--- config.mk ---
export PLATFORM = sky130hd
export DESIGN_NAME = qspi_read_master
export DESIGN_NICKNAME = d
export VERILOG_FILES = /design/src/rtl/qspi_rd_pkg.sv /design/src/rtl/qspi_rd_ctrl.sv /design/src/rtl/qspi_rd_dp.sv /design/src/rtl/qspi_read_master.sv
export SDC_FILE = /design/constraint.sdc
export NUM_CORES = 1
export LEC_CHECK = 0
export BUFFER_PORTS_ARGS = -buffer_cell sky130_fd_sc_hd__buf_4
export CAP_MARGIN = 20
export CORE_MARGIN = 2
export CORE_UTILIZATION = 60
export DETAILED_ROUTE_END_ITERATION = 6
export GPL_TIMING_DRIVEN = 0
export PLACE_DENSITY = 0.81
export SLEW_MARGIN = 20
export SYNTH_ARGS = -nofsm -noshare
export SYNTH_HDL_FRONTEND = slang
export SYNTH_HIERARCHICAL = 1
export SYNTH_SLANG_ARGS = --single-unit
--- constraint.sdc ---
create_clock -name clk -period 5.75 [get_ports clk]
set_input_delay 0.575 -clock clk [delete_from_list [all_inputs] [get_ports clk]]
set_output_delay 0.575 -clock clk [all_outputs]
set_load 0.03 [all_outputs]
--- src/rtl/qspi_rd_pkg.sv ---
package qspi_rd_pkg;

  typedef enum logic [1:0] {
    MODE_SPI  = 2'd0,
    MODE_QSDR = 2'd1,
    MODE_QDDR = 2'd2
  } laneMode_e;

  typedef enum logic [1:0] {
    ST_GAP,
    ST_IDLE,
    ST_RUN
  } ctrlState_e;

  typedef enum logic [1:0] {
    PH_CMD,
    PH_ADDR,
    PH_DUMMY,
    PH_DATA
  } phase_e;

  typedef struct packed {
    logic       accept;
    logic       loadCmd;
    logic [7:0] cmdByte;
    logic       loadAddr;
    logic [7:0] modeByte;
    logic       shift1;
    logic       shift4;
    logic       wideOut;
    logic       capBit;
    logic       capNib;
    logic       emit;
    logic       ddrMode;
  } dpStrobe_t;

  localparam logic [7:0] MODE_KEEP = 8'hA5;
  localparam logic [7:0] MODE_EXIT = 8'hFF;
  localparam logic [7:0] CMD_RESET = 8'hFF;
  localparam logic [7:0] CMD_WAKE  = 8'hAB;

  function automatic laneMode_e normMode(input logic [1:0] code);
    case (code)
      2'd1:    return MODE_QSDR;
      2'd2:    return MODE_QDDR;
      default: return MODE_SPI;
    endcase
  endfunction

  function automatic logic [7:0] cmdFor(input laneMode_e m);
    case (m)
      MODE_QSDR: return 8'hEB;
      MODE_QDDR: return 8'hED;
      default:   return 8'h03;
    endcase
  endfunction

  // slots (serial clock periods) minus one for address plus mode byte
  function automatic logic [4:0] addrLast(input laneMode_e m);
    case (m)
      MODE_QSDR: return 5'd7;
      MODE_QDDR: return 5'd3;
      default:   return 5'd23;
    endcase
  endfunction

  // slots minus one per received byte
  function automatic logic [4:0] byteLast(input laneMode_e m);
    case (m)
      MODE_QSDR: return 5'd1;
      MODE_QDDR: return 5'd0;
      default:   return 5'd7;
    endcase
  endfunction

endpackage

--- src/rtl/qspi_rd_ctrl.sv ---
module qspi_rd_ctrl
  import qspi_rd_pkg::*;
#(
  parameter int CLK_DIV = 4,
  parameter int CNT_W   = 16
) (
  input  logic             clk,
  input  logic             rstN,
  input  logic             reqValid,
  output logic             reqReady,
  input  logic [CNT_W-1:0] reqCount,
  input  logic [1:0]       cfgMode,
  input  logic             cfgCont,
  output logic             sclk,
  output logic             csN,
  output logic [3:0]       ioOe,
  output dpStrobe_t        stb
);
  localparam int HALF  = CLK_DIV / 2;
  localparam int HC_W  = $clog2(HALF + 1);
  localparam int GAP_W = $clog2(CLK_DIV + 1);

  ctrlState_e       state;
  phase_e           phase;
  logic [HC_W-1:0]  halfCnt;
  logic [GAP_W-1:0] gapCnt;
  logic [4:0]       slotCnt;
  logic [CNT_W-1:0] byteCnt;
  laneMode_e        runMode, armedMode, cfgNorm, newMode;
  logic             sclkR, csNR, armed, isBoot;
  logic [1:0]       bootLeft;
  logic [7:0]       modeReg, modeNext;
  logic             halfTick, riseEv, fallEv, lastSlot, accept, gapDone, startBoot, wantCont;

  assign halfTick  = (halfCnt == HC_W'(HALF - 1));
  assign riseEv    = (state == ST_RUN) && halfTick && !sclkR;
  assign fallEv    = (state == ST_RUN) && halfTick && sclkR;
  assign lastSlot  = (slotCnt == 5'd0);
  assign accept    = (state == ST_IDLE) && reqValid;
  assign gapDone   = (state == ST_GAP) && (gapCnt == GAP_W'(CLK_DIV - 1));
  assign startBoot = gapDone && (bootLeft != 2'd0);
  assign cfgNorm   = normMode(cfgMode);
  assign newMode   = armed ? armedMode : cfgNorm;
  assign wantCont  = cfgCont && (cfgNorm != MODE_SPI) && (cfgNorm == newMode);
  assign modeNext  = wantCont ? MODE_KEEP : MODE_EXIT;

  assign reqReady = (state == ST_IDLE);
  assign sclk     = sclkR;
  assign csN      = csNR;

  always_comb begin
    ioOe = 4'b0000;
    if (state == ST_RUN) begin
      if (phase == PH_CMD || (phase == PH_ADDR && runMode == MODE_SPI)) ioOe = 4'b0001;
      else if (phase == PH_ADDR) ioOe = 4'b1111;
    end
  end

  always_comb begin
    stb          = '0;
    stb.accept   = accept;
    stb.loadCmd  = startBoot || (accept && !armed);
    stb.cmdByte  = startBoot ? ((bootLeft == 2'd2) ? CMD_RESET : CMD_WAKE) : cmdFor(newMode);
    stb.loadAddr = (accept && armed) || (fallEv && phase == PH_CMD && lastSlot && !isBoot);
    stb.modeByte = accept ? modeNext : modeReg;
    stb.shift1   = fallEv && (phase == PH_CMD || (phase == PH_ADDR && runMode == MODE_SPI));
    stb.shift4   = (phase == PH_ADDR) && (runMode != MODE_SPI) &&
                   (fallEv || (riseEv && runMode == MODE_QDDR));
    stb.wideOut  = (phase == PH_ADDR) && (runMode != MODE_SPI);
    stb.capBit   = riseEv && (phase == PH_DATA) && (runMode == MODE_SPI);
    stb.capNib   = riseEv && (phase == PH_DATA) && (runMode != MODE_SPI);
    stb.emit     = fallEv && (phase == PH_DATA) && lastSlot;
    stb.ddrMode  = (runMode == MODE_QDDR);
  end

  always_ff @(posedge clk) begin
    if (!rstN) begin
      state     <= ST_GAP;
      phase     <= PH_CMD;
      halfCnt   <= '0;
      gapCnt    <= '0;
      slotCnt   <= '0;
      byteCnt   <= '0;
      runMode   <= MODE_SPI;
      armedMode <= MODE_SPI;
      sclkR     <= 1'b0;
      csNR      <= 1'b1;
      armed     <= 1'b0;
      isBoot    <= 1'b0;
      bootLeft  <= 2'd2;
      modeReg   <= MODE_EXIT;
    end else begin
      case (state)
        ST_GAP: begin
          gapCnt <= gapCnt + 1'b1;
          if (gapDone) begin
            gapCnt <= '0;
            if (bootLeft != 2'd0) begin
              state    <= ST_RUN;
              csNR     <= 1'b0;
              halfCnt  <= '0;
              phase    <= PH_CMD;
              slotCnt  <= 5'd7;
              isBoot   <= 1'b1;
              runMode  <= MODE_SPI;
              bootLeft <= bootLeft - 1'b1;
            end else begin
              state <= ST_IDLE;
            end
          end
        end
        ST_IDLE: begin
          if (reqValid) begin
            state     <= ST_RUN;
            csNR      <= 1'b0;
            halfCnt   <= '0;
            runMode   <= newMode;
            modeReg   <= modeNext;
            byteCnt   <= reqCount - 1'b1;
            isBoot    <= 1'b0;
            armed     <= wantCont;
            armedMode <= newMode;
            if (armed) begin
              phase   <= PH_ADDR;
              slotCnt <= addrLast(newMode);
            end else begin
              phase   <= PH_CMD;
              slotCnt <= 5'd7;
            end
          end
        end
        default: begin
          halfCnt <= halfTick ? '0 : halfCnt + 1'b1;
          if (halfTick) sclkR <= !sclkR;
          if (fallEv) begin
            if (!lastSlot) begin
              slotCnt <= slotCnt - 1'b1;
            end else begin
              case (phase)
                PH_CMD: begin
                  if (isBoot) begin
                    state <= ST_GAP;
                    csNR  <= 1'b1;
                  end else begin
                    phase   <= PH_ADDR;
                    slotCnt <= addrLast(runMode);
                  end
                end
                PH_ADDR: begin
                  phase   <= (runMode == MODE_SPI) ? PH_DATA : PH_DUMMY;
                  slotCnt <= (runMode == MODE_SPI) ? byteLast(MODE_SPI) : 5'd0;
                end
                PH_DUMMY: begin
                  phase   <= PH_DATA;
                  slotCnt <= byteLast(runMode);
                end
                default: begin
                  if (byteCnt == '0) begin
                    state <= ST_GAP;
                    csNR  <= 1'b1;
                  end else begin
                    byteCnt <= byteCnt - 1'b1;
                    slotCnt <= byteLast(runMode);
                  end
                end
              endcase
            end
          end
        end
      endcase
    end
  end

  p_ready_cs_r11: assert property (@(posedge clk) disable iff (!rstN)
    reqReady |-> csN);
  p_sclk_low_r10: assert property (@(posedge clk) disable iff (!rstN)
    csN |-> !sclk);
  p_cs_hold_r10: assert property (@(posedge clk) disable iff (!rstN)
    $rose(csN) |=> csN);
  p_armed_quad_r7: assert property (@(posedge clk) disable iff (!rstN)
    armed |-> (armedMode != MODE_SPI));

endmodule

--- src/rtl/qspi_rd_dp.sv ---
module qspi_rd_dp
  import qspi_rd_pkg::*;
(
  input  logic        clk,
  input  logic        rstN,
  input  dpStrobe_t   stb,
  input  logic [23:0] reqAddr,
  input  logic [3:0]  ioIn,
  output logic [3:0]  ioOut,
  output logic        rdValid,
  output logic [7:0]  rdData
);
  logic [23:0] addrReg;
  logic [31:0] txReg;
  logic [7:0]  rxReg;

  assign ioOut = stb.wideOut ? txReg[31:28] : {3'b000, txReg[31]};

  always_ff @(posedge clk) begin
    if (!rstN) begin
      addrReg <= '0;
      txReg   <= '0;
      rxReg   <= '0;
      rdValid <= 1'b0;
      rdData  <= '0;
    end else begin
      if (stb.accept) addrReg <= reqAddr;
      if (stb.loadCmd)       txReg <= {stb.cmdByte, 24'h0};
      else if (stb.loadAddr) txReg <= {(stb.accept ? reqAddr : addrReg), stb.modeByte};
      else if (stb.shift1)   txReg <= {txReg[30:0], 1'b0};
      else if (stb.shift4)   txReg <= {txReg[27:0], 4'h0};
      if (stb.capBit)      rxReg <= {rxReg[6:0], ioIn[1]};
      else if (stb.capNib) rxReg <= {rxReg[3:0], ioIn};
      rdValid <= stb.emit;
      if (stb.emit) rdData <= stb.ddrMode ? {rxReg[3:0], ioIn} : rxReg;
    end
  end

  p_valid_pulse_r9: assert property (@(posedge clk) disable iff (!rstN)
    rdValid |=> !rdValid);

endmodule

--- src/rtl/qspi_read_master.sv ---
module qspi_read_master
  import qspi_rd_pkg::*;
#(
  parameter int CLK_DIV = 4,
  parameter int CNT_W   = 16
) (
  input  logic             clk,
  input  logic             rstN,
  input  logic             reqValid,
  output logic             reqReady,
  input  logic [23:0]      reqAddr,
  input  logic [CNT_W-1:0] reqCount,
  input  logic [1:0]       cfgMode,
  input  logic             cfgCont,
  output logic             sclk,
  output logic             csN,
  output logic [3:0]       ioOut,
  output logic [3:0]       ioOe,
  input  logic [3:0]       ioIn,
  output logic             rdValid,
  output logic [7:0]       rdData
);
  dpStrobe_t stb;

  qspi_rd_ctrl #(.CLK_DIV(CLK_DIV), .CNT_W(CNT_W)) u_ctrl (
    .clk(clk), .rstN(rstN), .reqValid(reqValid), .reqReady(reqReady),
    .reqCount(reqCount), .cfgMode(cfgMode), .cfgCont(cfgCont),
    .sclk(sclk), .csN(csN), .ioOe(ioOe), .stb(stb)
  );

  qspi_rd_dp u_dp (
    .clk(clk), .rstN(rstN), .stb(stb), .reqAddr(reqAddr), .ioIn(ioIn),
    .ioOut(ioOut), .rdValid(rdValid), .rdData(rdData)
  );

  p_lanes_free_r5: assert property (@(posedge clk) disable iff (!rstN)
    rdValid |-> (ioOe == 4'b0000));

endmodule

=== Word-level counts from Yosys, hierarchy flattened ===
Cells that the tools add are included.

* Flip-flop bits (word level): 121
* Bits in latches: 0
* RAM bits: 0
* ROM bits: 0
* Input bits: 50
* Output and inout port bits: 20
* Logic and storage cells: 192
* Memories kept: 0

* Add/sub/neg operators: 6
* Multipliers: 0
* Div/mod/pow operators: 0
* Order comparisons: 0
* Equal/unequal tests: 25
* Shifts and indexed selects: 0
* Muxes and demuxes: 76
* Bitwise gates (word level): 3
* Reduce and logical (&&, ||, !) cells: 62

{| class="wikitable"
|+ Operators by type and width
! operator !! number
|-
| 32-bit 2-to-1 mux || 4
|-
| 16-bit 2-to-1 mux || 5
|-
| 5-bit 2-to-1 mux || 8
|-
| 8-bit 2-to-1 mux || 5
|-
| 2-bit 2-to-1 mux || 17
|-
| 16-bit case mux with 2 select lines || 1
|-
| 16-bit by 1-bit subtractor with 16-bit output (second input constant) || 2
|-
| 5-bit case mux with 2 select lines || 3
|-
| 24-bit 2-to-1 mux || 1
|-
| 2-bit case mux with 2 select lines || 6
|-
| 1-bit logical AND || 23
|-
| 16-bit logical NOT || 1
|-
| 4-bit 2-to-1 mux || 4
|-
| 8-bit case mux with 2 select lines || 1
|-
| 5-bit case mux with 3 select lines || 1
|-
| 2-bit equality test (second input constant) || 7
|-
| 7-bit 2-to-1 mux || 2
|-
| 7-bit AND reduction || 2
|-
| 2-bit nonzero test || 7
|-
| 2-bit by 1-bit equality test with 1-bit output (second input constant) || 6
|-
| 6-bit AND reduction || 2
|-
| 1-bit 2-to-1 mux || 11
|-
| 3-bit nonzero test || 3
|-
| 8-bit AND reduction || 1
|-
| 29 further kinds || 49
|}

=== Logic depth before layout (Yosys ltp) ===
Gate-level depths: netlist (run 1).

* Word-level depth: 10
* Gate-level depth with buffers: 14
* Mapped depth without buffers: 10

=== Cells and area by module ===
Netlist (run 1), hierarchy kept.

{| class="wikitable"
|+ Modules (own cells, without submodules)
! module !! instances !! cells an instance !! area an instance (µm²) !! seq. area each (µm²)
|-
| qspi_rd_dp || 1 || 373 || 3520.9 || 1461.4
|-
| qspi_rd_ctrl || 1 || 375 || 2975.4 || 820.8
|}

=== Worst setup path before layout (run 1) ===
OpenSTA, ideal clock, no wires.

* Kind: register to register
* Start: register u_ctrl.state[1]
* End: register u_ctrl.byteCnt[10]
* Library setup time: 0.120 ns
* Data arrival time: 3.063 ns
* Data required time: 5.630 ns
* Setup slack: 2.567 ns
* Cell stages (with the launch flop): 15
* Path buffers: 5
* Period minus slack after synthesis: 3.183 ns
* Cells stage by stage: dfxtp_1 > buf_4 > nand2b_1 > buf_6 > inv_4 > buf_2 > clkbuf_1 > mux2i_1 > ha_1 > buf_1 > o211a_1 > nand4_2 > o211ai_1 > o31ai_1 > o31a_1

* Elaborated cells between the ends (all ways): 13
* Classes of those cells: eq/ne (5); mux (1); bitwise (1); reduce/logical (6)

{| class="wikitable"
|+ RTL lines
! what !! RTL line !! text
|-
| start, declared || qspi_rd_ctrl.sv:23 || <nowiki>ctrlState_e state;</nowiki>
|-
| start signal, assigned || qspi_rd_ctrl.sv:78 || <nowiki>state <= ST_GAP;</nowiki>
|-
| start signal, assigned || qspi_rd_ctrl.sv:99 || <nowiki>state <= ST_RUN;</nowiki>
|-
| start signal, assigned || qspi_rd_ctrl.sv:108 || <nowiki>state <= ST_IDLE;</nowiki>
|-
| 2-bit by 1-bit equality test with 1-bit output (*) || -- ||
|-
| net reqReady || qspi_read_master.sv:10 || <nowiki>output logic reqReady,</nowiki>
|-
| 2-bit != test (no line), or another cell as far along || -- ||
|-
| 6-bit AND reduction (no line) || -- ||
|-
| end signal, assigned || qspi_rd_ctrl.sv:119 || <nowiki>byteCnt <= reqCount - 1'b1;</nowiki>
|-
| end signal, assigned || qspi_rd_ctrl.sv:162 || <nowiki>byteCnt <= byteCnt - 1'b1;</nowiki>
|-
| end, declared || qspi_rd_ctrl.sv:28 || <nowiki>logic [CNT_W-1:0] byteCnt;</nowiki>
|}

Mark *: on every way through the listed nets, which the timed path passes. The rest lies on a longest branch.
A chain may end at the register's enable or synchronous reset.

=== Final worst setup path (run 1) ===
* Start: register u_ctrl.state[0]
* End: register u_ctrl.byteCnt[10]

* Cells in the longest elaborated chain, start to end: 5
* Elaborated cells between the ends (all ways): 13
* Classes of those cells: eq/ne (5); mux (1); bitwise (1); reduce/logical (6)

{| class="wikitable"
|+ RTL lines
! what !! RTL line !! text
|-
| 2-bit equality test || qspi_rd_ctrl.sv:37 || <nowiki>assign fallEv = (state == ST_RUN) && halfTick && sclkR;</nowiki>
|-
| 1-bit logical AND (2 in series) || qspi_rd_ctrl.sv:37 ||
|-
| 2-bit nonzero test (no line) || -- ||
|-
| 6-bit AND reduction (no line) || -- ||
|}

Parallel ways exist; a longest one is shown, timed or not.

==> results.json, run 1 <==
{
  "status": "complete, no violations",
  "powerDensity_nw_per_um2": 281.8,
  "grt_remaining_overflow": 0,
  "ys_ff_latch": 114,
  "place.gp.congestion": 0.8965,
  "cts_max_level": 4,
  "io_pins": 70,
  "cts_tree": "done",
  "nets": 905,
  "rows": 37,
  "hpwl_mm": 12.04,
  "cts_made_buffers": 17,
  "finalCritPeriodShare_pct": 66.24,
  "crit_path_top_delay_cell": "clkbuf_1",
  "worst_ep_arrival_time_ps": 4220,
  "routed_wl_mm": 17.18,
  "post_cts_buffers": 0,
  "setup_viol_count_final": 0,
  "crit_fanout": 10,
  "antenna_found_initial": 0,
  "die_area_um2": 11680,
  "die_y_um": 108.1,
  "crit_type": "flip-flop to flip-flop",
  "drt_iter0_markers": 531,
  "areaGrowthSynthToFinish_pct": 19.38,
  "synthFlopType": "dfxtp_1",
  "max_stage_delay_ps": 570,
  "n_antenna_cell": 0,
  "setup_ws_ps": 1941,
  "tns_ps": 0,
  "synthArstFlopShare_pct": 0,
  "startpoint_type": "flip-flop",
  "total_power_w": 0.002186,
  "start_util_pct": 62.37,
  "die_x_um": 108.1,
  "finalCriticalPeriod_ps": 3809,
  "ctsRootBufferMaster": "clkbuf_8",
  "clk_pin_slew_ps": 60,
  "core_area_um2": 10420,
  "critPathCaptureType": "flip-flop",
  "synthDistinctLibCells": 70,
  "crit_chain": "nand2b_1 > buf_6 > inv_4 > buf_2 > clkbuf_1 > mux2i_1 > ha_1 > buf_1 > o211a_1 > nand4_2 > o211ai_1 > o31ai_1 > o31a_1",
  "clk-insertion-delay-late_ps": 520,
  "leakagePower_nw": 3.119,
  "cts_hold_buf": 0,
  "fmax_ghz": 0.2625,
  "routed_via_density": 6.162,
  "grt_setup_unrepaired": "false",
  "slew_headroom_pct": 36.30,
  "clk_path_buf_depth": 2,
  "grt_pass1_vias": 5817,
  "worst_pin_slew_ps": 945.5,
  "multi_input_area_um2": 3795,
  "ys.warnings.count": 6,
  "grt_max_degree": 17,
  "finalHoldViolations": 0,
  "drv_slew": 0,
  "syn_inst": 748,
  "ys_seq_area_share_pct": 35.13,
  "drive_gt1_share_pct": 18.52,
  "netlist_area_um2": 6496,
  "ant_nets": 0,
  "grt_pass1_wl_mm": 27.70,
  "cts_sinks": 114,
  "synth.avg_cell_area_um2": 8.685,
  "drt_pre_antenna_iters": 6,
  "ir_drop_mv": 0.1864,
  "yosysTopAreaCell": "dfxtp_1",
  "grt.total_usage_pct": 29.98,
  "synth_edf_count": 0,
  "worstHoldPathType": "input port to flip-flop",
  "final-seq-area_um2": 2282,
  "drc_errors": 0,
  "cp_data_required_time_ps": 6160,
  "drv_cap": 0,
  "synth_area_leaders": "dfxtp_1 (35%), mux2i_1 (10%), nand2_1 (4.9%), a21oi_1 (4.4%), nor2b_1 (3.4%)",
  "place_ws_ps": 2114,
  "synth_top_area_share_pct": 35.13,
  "nFillCells": 758,
  "ctsResizeCount": 0,
  "skew_ps": 7.209,
  "place.port_buffers": 69,
  "wl_per_cell_um": 17.37,
  "vias": 6094
}
## logic make-up after synthesis
logic type                 Yosys count  synth area share (%)
muxes                               78                 12.25
and+or+nand+nor                    264                 21.96
AOI/OAI and AO/OA                  184                 20.09
adders and majority gates           15                 2.889
xor gates and xnor gates             7                0.9438
buffers and inverters               85                 6.683
other                                1               0.05773
DFF                                114                 35.13
## flip-flops by register name (all words and copies together) (netlist names), 3 cells and up
name	flops
u_dp/rdData	8
u_dp/rxReg	8
u_dp/txReg	32
u_ctrl/gapCnt	3
u_dp/addrReg	24
u_ctrl/slotCnt	5
u_ctrl/byteCnt	16
## placed cells by master, fill, tap and decap left out, types with 19 or more instances in the layout
cell type / n
inv_1: 19
nor2b_1: 35
a22o_1: 21
nand2_1: 85
nand3b_1: 20
buf_4: 89
nor2_1: 35
dfxtp_1: 114
a21oi_1: 57
o21ai_0: 20
clkbuf_1: 30
mux2i_1: 66
## layout make-up
| type | count | share of cell area [%] |
|---|---|---|
| Clock buffer | 21 | 5.792 |
| Clock inverter | 11 | 1.371 |
| Multi-Input combinational cell | 553 | 48.94 |
| Timing Repair Buffer | 69 | 6.680 |
| Buffer | 64 | 4.550 |
| Inverter | 21 | 1.049 |
| Sequential cell | 114 | 29.43 |
| Tap cell | 136 | 2.194 |
## metrics by stage
| stage | hold slack (ps) | instances | instance area (um^2) | util (%) |
|---|---|---|---|---|
| detailed placement | 450.7 | 957 | 7199 | 69.12 |
| finish | 336.5 | 989 | 7755 | 74.45 |
| global placement | 427.8 | 957 | 7199 | 69.12 |
| CTS | 316.2 | 989 | 7755 | 74.45 |
| global route | 339.0 | 989 | 7755 | 74.45 |
| floorplan | 420.0 | 752 | 6511 | - |
## synth_stat cells, types with 8 or more instances
| cell type | count |
|---|---|
| ha_1 | 15 |
| inv_1 | 19 |
| nor3_1 | 11 |
| nand3_1 | 11 |
| nor2_1 | 35 |
| buf_2 | 12 |
| mux2i_1 | 66 |
| nand3b_1 | 20 |
| o211a_1 | 12 |
| and2_1 | 16 |
| a21oi_1 | 57 |
| clkbuf_1 | 28 |
| o21a_1 | 10 |
| dfxtp_1 | 114 |
| a22o_1 | 21 |
| nand2b_1 | 8 |
| mux2_2 | 11 |
| a32o_1 | 9 |
| nand2_1 | 85 |
| nor2b_1 | 35 |
| buf_4 | 20 |
| o21ai_0 | 20 |
## per-layer routing
| metal | track usage (%) | vias to the layer above | wire [um] |
|---|---|---|---|
| li1 | - | 2864 | - |
| met1 | 37.79 | 2872 | 7201 |
| met2 | 49.91 | 296 | 8247 |
| met3 | 6.028 | 62 | 1267 |
| met4 | 12.82 | 0 | 458 |
| met5 | 0 | - | 0 |
## critical path, delay by kind of cell, from the launching register on
kind            cells  cell delay, ps
compound gates      4             960
fa+ha+maj           1             160
buf+inv             5            1470
flops               1             510
mux                 1             260
simple gates        2             340
## power breakdown
group | internal (W) | total, W | switching (W)
sequential | 0.000820 | 0.000844 | 0.0000238
clock | 0.000597 | 0.000976 | 0.000379
combinational | 0.000152 | 0.000366 | 0.000214
## path summary, 6_finish.rpt
| kind | startpoint | to | slack, ps | depth (start not counted) |
|---|---|---|---|---|
| hold reg to reg | u_ctrl/csN | u_ctrl/csN | 460 | 1 |
| setup / recovery | u_ctrl/state[0] | u_ctrl/byteCnt[10] | 1940 | 13 |
| hold / removal | reqAddr[23] | u_dp/addrReg[23] | 340 | 3 |
| setup reg to reg | u_ctrl/state[0] | u_ctrl/byteCnt[10] | 1940 | 13 |
(Power assumes the default switching activity.)
==> run 2, diff against run 1 <==
--- a/config.mk
+++ b/config.mk
@@ -5,13 +5,14 @@
 export SDC_FILE = /design/constraint.sdc
 export NUM_CORES = 1
 export LEC_CHECK = 0
+export ABC_AREA = 1
 export BUFFER_PORTS_ARGS = -buffer_cell sky130_fd_sc_hd__buf_4
 export CAP_MARGIN = 20
 export CORE_MARGIN = 2
-export CORE_UTILIZATION = 60
+export CORE_UTILIZATION = 54
 export DETAILED_ROUTE_END_ITERATION = 6
 export GPL_TIMING_DRIVEN = 0
-export PLACE_DENSITY = 0.81
+export PLACE_DENSITY = 0.77
 export SLEW_MARGIN = 20
 export SYNTH_ARGS = -nofsm -noshare
 export SYNTH_HDL_FRONTEND = slang
==> constraint.sdc (replaced) <==
create_clock -name clk -period 3.5 [get_ports clk]
set_input_delay 0.35 -clock clk [delete_from_list [all_inputs] [get_ports clk]]
set_output_delay 0.35 -clock clk [all_outputs]
set_load 0.03 [all_outputs]
==> run 2 against run 1 <==
Critical path depth is 1 higher. Highest routed layer unchanged. Critical path type unchanged. Cell count rose by 36%. Core utilization is 8.4 points lower. Sequential power up 90%. Critical endpoint is now u_dp/txReg[8].
==> results.json, run 2 <==
{
  "status": "complete, no violations",
  "ys.warnings.count": 6,
  "io_pins": 70,
  "synth_area_leaders": "dfxtp_1 (34%), nand2_1 (22%), nand3_1 (7.2%), inv_1 (6.2%), nor2_1 (5.2%)",
  "fmax_ghz": 0.3696,
  "startpoint_type": "flip-flop",
  "place.gp.congestion": 0.8990,
  "hold_path_depth": 3,
  "leakagePower_nw": 3.998,
  "crit_chain": "buf_6 > inv_6 > nand2_4 > nor2_1 > inv_2 > o22ai_1 > inv_2 > nand2_1 > inv_2 > buf_2 > nand2_1 > nand3_1 > nand2_1 > inv_1",
  "setup_ws_ps": 794.7,
  "finalHoldViolations": 0,
  "synthArstFlopShare_pct": 0,
  "grt_setup_unrepaired": "false",
  "place_ws_ps": 856.4,
  "powerDensity_nw_per_um2": 789.4,
  "max_stage_delay_ps": 480,
  "wl_per_cell_um": 12.66,
  "drt_pre_antenna_iters": 6,
  "start_util_pct": 55.44,
  "place.port_buffers": 68,
  "clk_path_buf_depth": 2,
  "synth_most_common_cell": "nand2_1",
  "cp_data_required_time_ps": 3800,
  "tns_ps": 0,
  "crit_type": "flip-flop to flip-flop",
  "die_x_um": 115.3,
  "syn_inst": 1073,
  "hpwl_mm": 12.26,
  "cts_made_buffers": 17,
  "drive_gt1_share_pct": 14.31,
  "grt_pass1_wl_mm": 28.41,
  "regMostFlops": "u_dp/txReg",
  "core_area_um2": 12060,
  "ctsResizeCount": 0,
  "drc_errors": 0,
  "routed_via_density": 5.156,
  "setup_viol_count_final": 0,
  "nets": 1229,
  "drt_iter0_markers": 514,
  "finalCritPeriodShare_pct": 77.29,
  "n_antenna_cell": 0,
  "clk_pin_slew_ps": 50,
  "fin_util_pct": 66.02,
  "final_common_cell": "nand2_1",
  "synthFlopType": "dfxtp_1",
  "cts_hold_buf": 0,
  "rows": 40,
  "slew_headroom_pct": 41.57,
  "cts_sinks": 114,
  "crit_buf_inv": 7,
  "die_area_um2": 13290,
  "yosysTopAreaCell": "dfxtp_1",
  "grt.total_usage_pct": 26.47,
  "clk-insertion-delay-late_ps": 400,
  "drv_slew": 0,
  "largest_reg_flops": 32,
  "routed_wl_mm": 16.99,
  "cp_num_cells": 14,
  "worstHoldPathType": "input port to flip-flop",
  "finalCriticalPeriod_ps": 2705,
  "synth_top_area_share_pct": 34.13,
  "ir_drop_mv": 0.3355,
  "netlist_area_um2": 6686,
  "ys_seq_area_share_pct": 34.13,
  "drv_cap": 0,
  "cts_max_level": 4,
  "post_cts_buffers": 0,
  "top_regs": "u_dp/txReg x32, u_dp/addrReg x24, u_ctrl/byteCnt x16",
  "grt_remaining_overflow": 0,
  "antenna_found_initial": 0,
  "ys_ff_latch": 114,
  "die_y_um": 115.3,
  "ant_nets": 0,
  "crit_fanout": 10,
  "worst_pin_slew_ps": 869.8,
  "fin_hold_ws_ps": 193.3,
  "skew_ps": 8.318,
  "synthDistinctLibCells": 41,
  "areaGrowthSynthToFinish_pct": 19.09,
  "synthTopCellsByCount": "nand2_1 (383), dfxtp_1 (114), inv_1 (111)",
  "grt_pass1_vias": 6347,
  "ctsRootBufferMaster": "clkbuf_16",
  "grt_max_degree": 17,
  "worst_ep_arrival_time_ps": 3010,
  "cts_tree": "done",
  "synth.avg_cell_area_um2": 6.232,
  "synth_edf_count": 0,
  "vias": 6920,
  "rr_worst_depth": 14,
  "critPathTopFamily": "buffers and inverters",
  "critPathCaptureType": "flip-flop",
  "crit_path_top_delay_cell": "o22ai_1",
  "final_cell_mix": "nand2_1 (383), dfxtp_1 (114), inv_1 (111), nand3_1 (96), nor2_1 (93)"
}
[run 2: worst min-delay path, cell delays in order]
cell and delay [ps]:
buf_4 90, nor3_1 40, nor2_1 80
[run 2: final timing paths]
check / from / end / slack, ps
worst min-delay path: ioIn[2] / u_dp/rxReg[2] / 190
worst max register to register: u_ctrl/state[1] / u_dp/txReg[8] / 790
worst min register to register: u_ctrl/halfCnt[1] / u_ctrl/halfCnt[1] / 420
worst max-delay path: u_ctrl/state[1] / u_dp/txReg[8] / 790
[run 2: where the power goes]
part | total [W] | internal (W) | switching (W)
sequential | 0.00160 | 0.00149 | 0.000114
combinational | 0.00312 | 0.00106 | 0.00206
clock | 0.00156 | 0.00100 | 0.000563
total | 0.00629 | 0.00355 | 0.00274
[run 2: through the flow]
stage / total power, W / area, um^2 / cells
after floorplan: 0.003978 / 6701 / 1077
after global placement: 0.004603 / 7422 / 1313
after detailed placement: 0.004644 / 7422 / 1313
after CTS: 0.006241 / 7963 / 1342
after global routing: 0.006757 / 7963 / 1342
final: 0.006285 / 7963 / 1342
[run 2: layout make-up]
class                   instances  area [um^2]
fillers                      1138         4099
multi-input cells             784         3610
flip-flops and latches        114         2282
well taps                     168        210.2
inverters                     119        451.7
clock inverters                 4        25.02
clock buffers                  25        515.5
plain buffers                  60        357.8
repair buffers                 68        510.5
[run 2: cell families (layout without fill, tap and decap cells)]
group | Yosys count | count (layout) | synth area share [%]
AND/OR/NAND/NOR | 609 | 609 | 37.69
buffers and inverters | 179 | 276 | 12.11
AO/OA/AOI/OAI | 148 | 148 | 12.26
flip-flops | 114 | 114 | 34.13
adder cells (fa/ha/maj) | 15 | 15 | 2.807
XOR/XNOR | 6 | 6 | 0.7859
other | 1 | 5 | 0.05608
multiplexers | 1 | 1 | 0.1684
[run 2: per-layer routing]
metal,track usage [%],vias up,wire (um)
met5,0,-,0
met2,43.65,196,7890
li1,-,3569,-
met3,6.115,14,933
met4,8.112,0,162
met1,34.59,3141,8003
